<file path="config.mk">
export PLATFORM = sky130hd
export DESIGN_NAME = vid_timing_ctl
export DESIGN_NICKNAME = d
export VERILOG_FILES = /design/src/rtl/vcr_pkg.sv /design/src/rtl/vcr_clkdiv.sv /design/src/rtl/vcr_vint.sv /design/src/rtl/vcr_regfile.sv /design/src/rtl/vid_timing_ctl.sv
export SDC_FILE = /design/constraint.sdc
export NUM_CORES = 1
export LEC_CHECK = 0
export BUFFER_PORTS_ARGS = -buffer_cell sky130_fd_sc_hd__buf_4
export CAP_MARGIN = 15
export CORE_UTILIZATION = 50
export DETAILED_ROUTE_END_ITERATION = 10
export PLACE_DENSITY = 0.75
export SLEW_MARGIN = 30
export SYNTH_ARGS = -nofsm -noshare
export SYNTH_HDL_FRONTEND = slang
export SYNTH_SLANG_ARGS = --single-unit
</file>
<file path="constraint.sdc">
create_clock -name clk -period 2.3 [get_ports clk]
set_input_delay 0.115 -clock clk [delete_from_list [all_inputs] [get_ports clk]]
set_output_delay 0.115 -clock clk [all_outputs]
set_load 0.1 [all_outputs]
</file>
<file path="src/rtl/vcr_pkg.sv">
package vcr_pkg;
  localparam int OFS_CTRL  = 'h10;
  localparam int OFS_STAT  = 'h11;
  localparam int OFS_CURS  = 'h12;
  localparam int OFS_CURE  = 'h13;
  localparam int OFS_TIME  = 'h14;
  localparam int SENSE_W   = 3;
  localparam int ID_W      = 4;

  typedef struct packed {
    logic       ien;
    logic       ven;
    logic       ten;
    logic       cen;
    logic [1:0] xtal;
    logic [1:0] div;
  } ctrl_t;
endpackage

</file>
<file path="src/rtl/vcr_clkdiv.sv">
module vcr_clkdiv #(
  parameter int CODE_W = 2
) (
  input  logic              clk,
  input  logic              rst_n,
  input  logic              run,
  input  logic [CODE_W-1:0] code,
  input  logic              restart,
  output logic              ce
);
  logic [CODE_W-1:0] cnt_q;

  always_ff @(posedge clk) begin
    if (!rst_n)                cnt_q <= '0;
    else if (!run || restart)  cnt_q <= '0;
    else if (cnt_q == code)    cnt_q <= '0;
    else                       cnt_q <= cnt_q + 1'b1;
  end

  assign ce = run && (cnt_q == '0);


  ce_spacing_chk: assert property (@(posedge clk) disable iff (!rst_n)
    (ce && code != '0 && !restart) |=> !ce);

  restart_pulse_chk: assert property (@(posedge clk) disable iff (!rst_n)
    (restart && run) |=> ce);
endmodule

</file>
<file path="src/rtl/vcr_vint.sv">
module vcr_vint (
  input  logic clk,
  input  logic rst_n,
  input  logic vblank_in,
  input  logic ien,
  input  logic clr,
  output logic pend
);
  logic prev_q;
  logic set;

  assign set = vblank_in && !prev_q && ien;

  always_ff @(posedge clk) begin
    if (!rst_n) begin
      prev_q <= 1'b0;
      pend   <= 1'b0;
    end else begin
      prev_q <= vblank_in;
      if (set)      pend <= 1'b1;
      else if (clr) pend <= 1'b0;
    end
  end


  pend_set_chk: assert property (@(posedge clk) disable iff (!rst_n)
    set |=> pend);

  pend_clr_chk: assert property (@(posedge clk) disable iff (!rst_n)
    (clr && !set) |=> !pend);

  pend_hold_chk: assert property (@(posedge clk) disable iff (!rst_n)
    (!clr && !set) |=> $stable(pend));
endmodule

</file>
<file path="src/rtl/vcr_regfile.sv">
module vcr_regfile
  import vcr_pkg::*;
#(
  parameter int ADDR_W = 6,
  parameter int NTIME  = 12
) (
  input  logic                     clk,
  input  logic                     rst_n,
  input  logic                     wr_en,
  input  logic                     rd_en,
  input  logic [ADDR_W-1:0]        addr,
  input  logic [7:0]               wr_data,
  input  logic [SENSE_W+ID_W-1:0]  stat_pins,
  input  logic                     pend,
  output ctrl_t                    ctrl,
  output logic [7:0]               cur_start,
  output logic [7:0]               cur_end,
  output logic [8*NTIME-1:0]       timing,
  output logic                     stat_clr,
  output logic                     div_restart,
  output logic                     rd_valid,
  output logic [7:0]               rd_data
);
  localparam int TIME_END = OFS_TIME + NTIME;

  logic [SENSE_W+ID_W-1:0] stat_q;
  logic [7:0]              tim_q [NTIME];
  logic [7:0]              rd_next;
  int                      a_int;
  logic                    hit_ctrl, hit_stat, hit_curs, hit_cure;

  assign a_int    = int'(addr);
  assign hit_ctrl = (a_int == OFS_CTRL);
  assign hit_stat = (a_int == OFS_STAT);
  assign hit_curs = (a_int == OFS_CURS);
  assign hit_cure = (a_int == OFS_CURE);

  assign stat_clr    = wr_en && hit_stat && wr_data[7];
  assign div_restart = wr_en && hit_ctrl && (wr_data[1:0] != ctrl.div);

  always_ff @(posedge clk) begin
    if (!rst_n) begin
      ctrl      <= '0;
      cur_start <= '0;
      cur_end   <= '0;
      stat_q    <= '0;
    end else begin
      stat_q <= stat_pins;
      if (wr_en && hit_ctrl) ctrl      <= ctrl_t'(wr_data);
      if (wr_en && hit_curs) cur_start <= wr_data;
      if (wr_en && hit_cure) cur_end   <= wr_data;
    end
  end

  for (genvar g = 0; g < NTIME; g++) begin : g_time
    always_ff @(posedge clk) begin
      if (!rst_n)                                  tim_q[g] <= '0;
      else if (wr_en && a_int == OFS_TIME + g)     tim_q[g] <= wr_data;
    end
    assign timing[8*g +: 8] = tim_q[g];
  end

  always_comb begin
    rd_next = '0;
    if (hit_ctrl)      rd_next = ctrl;
    else if (hit_stat) rd_next = {pend, stat_q};
    else if (hit_curs) rd_next = cur_start;
    else if (hit_cure) rd_next = cur_end;
    else begin
      for (int i = 0; i < NTIME; i++)
        if (a_int == OFS_TIME + i) rd_next = tim_q[i];
    end
    if (a_int >= TIME_END) rd_next = '0;
  end

  always_ff @(posedge clk) begin
    if (!rst_n) begin
      rd_valid <= 1'b0;
      rd_data  <= '0;
    end else begin
      rd_valid <= rd_en;
      if (rd_en) rd_data <= rd_next;
    end
  end


  rd_valid_chk: assert property (@(posedge clk) disable iff (!rst_n)
    rd_en |=> rd_valid);

  rd_single_chk: assert property (@(posedge clk) disable iff (!rst_n)
    !rd_en |=> !rd_valid);
endmodule

</file>
<file path="src/rtl/vid_timing_ctl.sv">
module vid_timing_ctl
  import vcr_pkg::*;
#(
  parameter int ADDR_W = 6,
  parameter int NTIME  = 12
) (
  input  logic                 clk,
  input  logic                 rst_n,
  input  logic                 wr_en,
  input  logic                 rd_en,
  input  logic [ADDR_W-1:0]    addr,
  input  logic [7:0]           wr_data,
  output logic                 rd_valid,
  output logic [7:0]           rd_data,
  input  logic [SENSE_W-1:0]   sense_in,
  input  logic [ID_W-1:0]      id_in,
  input  logic                 vblank_in,
  input  logic                 blank_in,
  input  logic                 hsync_in,
  input  logic                 vsync_in,
  output logic                 pix_ce,
  output logic                 blank_out,
  output logic                 hsync_out,
  output logic                 vsync_out,
  output logic                 irq,
  output logic                 cursor_en,
  output logic [1:0]           xtal_sel,
  output logic [7:0]           cursor_start,
  output logic [7:0]           cursor_end,
  output logic [8*NTIME-1:0]   timing_cfg
);
  ctrl_t ctrl;
  logic  pend;
  logic  stat_clr;
  logic  div_restart;

  vcr_regfile #(.ADDR_W(ADDR_W), .NTIME(NTIME)) u_regs (
    .clk(clk), .rst_n(rst_n), .wr_en(wr_en), .rd_en(rd_en), .addr(addr),
    .wr_data(wr_data), .stat_pins({sense_in, id_in}), .pend(pend),
    .ctrl(ctrl), .cur_start(cursor_start), .cur_end(cursor_end),
    .timing(timing_cfg), .stat_clr(stat_clr), .div_restart(div_restart),
    .rd_valid(rd_valid), .rd_data(rd_data)
  );

  vcr_clkdiv #(.CODE_W(2)) u_div (
    .clk(clk), .rst_n(rst_n), .run(ctrl.ten), .code(ctrl.div),
    .restart(div_restart), .ce(pix_ce)
  );

  vcr_vint u_vint (
    .clk(clk), .rst_n(rst_n), .vblank_in(vblank_in), .ien(ctrl.ien),
    .clr(stat_clr), .pend(pend)
  );

  assign blank_out = blank_in || !(ctrl.ven && ctrl.ten);
  assign hsync_out = hsync_in && ctrl.ten;
  assign vsync_out = vsync_in && ctrl.ten;
  assign irq       = pend && ctrl.ien;
  assign cursor_en = ctrl.cen;
  assign xtal_sel  = ctrl.xtal;


  ctrl_write_chk: assert property (@(posedge clk) disable iff (!rst_n)
    (wr_en && int'(addr) == OFS_CTRL) |=> (ctrl == $past(wr_data)));

  stopped_ce_chk: assert property (@(posedge clk) disable iff (!rst_n)
    $fell(ctrl.ten) |-> !pix_ce);
endmodule

</file>
==> results.env <==
STATUS='completed'
CRITICAL_PATH_CELL_BY_CELL='mux2_2, o221ai_1, nand3_1, o22ai_1, a211oi_1'
HTREE_LEVELS=4
PLACE.GP.CONGESTION=0.930
FLOORPLAN.ROWS=41
DRTANTENNAVIOLNETS=0
SETUP.WORST_PATH.END_CLASS='flip-flop'
PLACEMENT.IO_BUFFERS=157
CTS.PATH.MAX_BUFFERS=2
CPMAXSTAGEDELAYCELL='sky130_fd_sc_hd__o221ai_1'
PLACE_INST=890
DRT_ITER0_DRC=822
FINAL_NUMBER_OF_SETUP_VIOLATING_ENDPOINTS=0
NETLIST_INSTANCES=579
TIMING_WORST_SETUP_PATH_TYPE='reg -> reg'
CRIT_ARRIVAL_PS=2100
FP.DIEW_UM=117
FLOORPLAN_DIE_AREA_MM2=0.0137
LAYOUT.CORE_UTILIZATION=0.677
CTS_INSERTED_BUFFERS=17
WHS_PS=99.6
FILLERS=936
DRT_WL_TOTAL_MM=21.3
FINISH.NET_COUNT=776
PLACE_HPWL_MM=14.9
GRT_PASS1_WL_MM=31.2
DETAILED_PLACE.AREA_MM2=0.00801
WORST_SLEW_MARGIN_RELATIVE_TO_ITS_LIMIT=0.461
GLOBAL_ROUTE.USAGE.TOTAL=0.321
FIRSTDRTPASSITERS=5
LAYOUT.CELL_AREA.NON_FILLER_MM2=0.00864
CRIT_FAMILY='compound AO/OA/AOI/OAI gates'
LAYOUT.CELLS.NON_FILLER=931
HOLD-PATH-CELL-COUNT=3
TRITONCTS='yes'
LAYOUT.AREA.SEQ_MM2=0.00376
MAPPEDNETLISTNETS=609
CRIT_REQUIRED_PS=2600
TIMING.SETUP.TNS_PS=0
POSTSYNTHREGISTERBITS=140
DIE_Y_UM=117
AREA_DELTA_SYNTH_FINAL_PCT=30.3
IR_DROP_mV=0.554
CTS.REPAIR_TIMING.SETUP_BUFFER_COUNT=0
POST_CTS_RESIZED=0
POSTSYNTH.TOPFLOPCELL='sky130_fd_sc_hd__edfxtp_1'
WORSTHOLDPATHTYPE='in -> reg'
FINALHOLDVIOLCOUNT=0
CTS.REPORTEDPATHS.CLKPINSLEW_PS=60
POWER_PER_CELL_AREA_mW_PER_MM2=780
FIN_CRIT_PS=1800
P_LEAK_nW=3.48
PATH_DEPTH=5
POST_DRT_WL_PER_CELL_UM=22.9
YOSYS.CELL_TYPES.COUNT=64
GRT_SETUP_UNREPAIRED='no'
TIGHTESTPINTRANSITION_PS=802
MAXCAPVIOLCOUNT=0
CTS.SINKS=140
TIMING.CRITICAL_PATH.FANOUT_MAX=2
POST-ROUTE-DRC-COUNT=0
GRT_PASS1_VIAS=5282
FINALCRITPERIODSHARE=0.782
CORE_MM2=0.0128
INSERTION_DELAY_PS=440
YOSYS_WARNINGS=0
TOTAL_VIA_COUNT_AFTER_DETAILED_ROUTING=5644
ROOT_BUFFER='sky130_fd_sc_hd__clkbuf_16'
NETLIST_AREA_MM2=0.00664
IO_PINS=158
ANTENNA_VIOLATIONS_BEFORE_REPAIR=0
SYNTH-EDFF-COUNT=96
MOST-COMMON-LAYOUT-CELLS='sky130_fd_sc_hd__buf_4 (179), sky130_fd_sc_hd__and2_1 (110), sky130_fd_sc_hd__edfxtp_1 (96)'
MAX_STAGE_DELAY_PS=410
ANTENNA_CELLS_INSERTED=0
MOST_COMMON_CELL_AFTER_LAYOUT_FILL_AND_TAPS_ASIDE='sky130_fd_sc_hd__buf_4'
GRT_START_MAX_NET_PINS=38
R2R.WORST_PATH.CELLS=5
INITIAL_CORE_UTIL=0.520
FINAL_NUMBER_OF_MAX_TRANSITION_VIOLATIONS=0
CLOCK.FMAX_GHz=0.556
GRT.OVERFLOW.TOTAL=0
HOLDBUFCOUNTCTS=9
YS_SEQ_AREA_FRAC=0.567
AVGVIACOUNTPERCELL=6.06
CLOCK_SKEW_PS=12.8
POST_ROUTE_CELLS_DRIVE_ABOVE_1_SHARE=0.298
CRITICAL_PATH.N_BUFFERS_INVERTERS=0
SYN_AREA_PER_CELL_UM2=11.5
WORSTSETUPSTARTPOINTTYPE='flip-flop'
POSTSYNTH.ASYNCRESETSHARE=0
MULTI_INPUT_COMB_AREA_MM2=0.00266
## cells in the mapped netlist, drive strengths merged (5+ instances only)
| cell type | count | area [um2] |
|---|---|---|
| edfxtp | 96 | 2880 |
| o22ai | 7 | 43.8 |
| nand3b | 7 | 52.6 |
| nor2 | 55 | 214 |
| nand3 | 16 | 85.1 |
| o221ai | 5 | 43.8 |
| a32oi | 5 | 43.8 |
| mux2i | 34 | 340 |
| dfxtp | 44 | 881 |
| clkbuf | 22 | 82.6 |
| a21oi | 18 | 93.8 |
| nand2 | 21 | 81.3 |
| and2 | 110 | 688 |
| buf | 18 | 106 |
| mux4 | 7 | 158 |
| nor2b | 10 | 62.6 |
| nor3 | 6 | 41.3 |
| inv | 9 | 33.8 |
| o21ai | 24 | 120 |
## layer usage
| metal | track usage | vias to the layer above | wire (um) |
|---|---|---|---|
| li1 | - | 2440 | - |
| met1 | 0.433 | 2763 | 8420 |
| met2 | 0.498 | 389 | 10100 |
| met3 | 0.0628 | 52 | 2190 |
| met4 | 0.154 | 0 | 634 |
| met5 | 0 | - | 0 |
## sequential cells by signal, summed over array words and instances, names as in the netlist, 2 cells and up
| signal | flops |
|---|---|
| u_div.cnt_q | 2 |
| u_regs.ctrl | 8 |
| u_regs.cur_end | 8 |
| u_regs.cur_start | 8 |
| u_regs.rd_data | 8 |
| u_regs.stat_q | 7 |
| u_regs.tim_q | 96 |
## final timing paths
check,slack (ps),end,from
setup / recovery,500,u_regs.rd_data[0],u_regs.tim_q[2][8]
hold / removal,100,u_regs.cur_end[6],wr_data[6]
setup reg to reg,500,u_regs.rd_data[0],u_regs.tim_q[2][8]
hold reg to reg,490,u_div.cnt_q[0],u_div.cnt_q[0]
## tightest hold or removal path, delay by kind of cell
kind / cells / cell delay (ps)
muxes: 1 / 100
buffers and inverters: 1 / 200
and+or+nand+nor: 1 / 70
## per-stage QoR
step / setup slack [ps] / total power [mW]
after detailed placement: 120 / 4.20
after global placement: 213 / 4.19
final: 501 / 6.74
after global routing: 425 / 6.89
after CTS: 579 / 6.73
after floorplan: 316 / 3.85
## kinds of logic after synthesis
kind of cell             synth area share
buffers and inverters              0.0336
AO/OA/AOI/OAI                       0.105
AND/OR/NAND/NOR                     0.205
flip-flops                          0.567
XOR/XNOR                          0.00528
multiplexers                       0.0818
adder cells (fa/ha/maj)           0.00189
## where the power goes
part           internal (mW)  total, mW  switching [mW]  leakage, nW
logic                  0.271       1.30            1.03         1.95
registers               2.80       2.88          0.0826         1.27
clock network           1.57       2.56           0.999        0.262
## area by class of cell
type,count,share of cell area
repair buffers,188,0.166
well taps,172,0.0249
clock buffers,21,0.0509
inverters,9,0.00391
flip-flops and latches,140,0.435
clock inverters,11,0.0117
multi-input cells,390,0.307
Power figures use the tool's default switching activity.
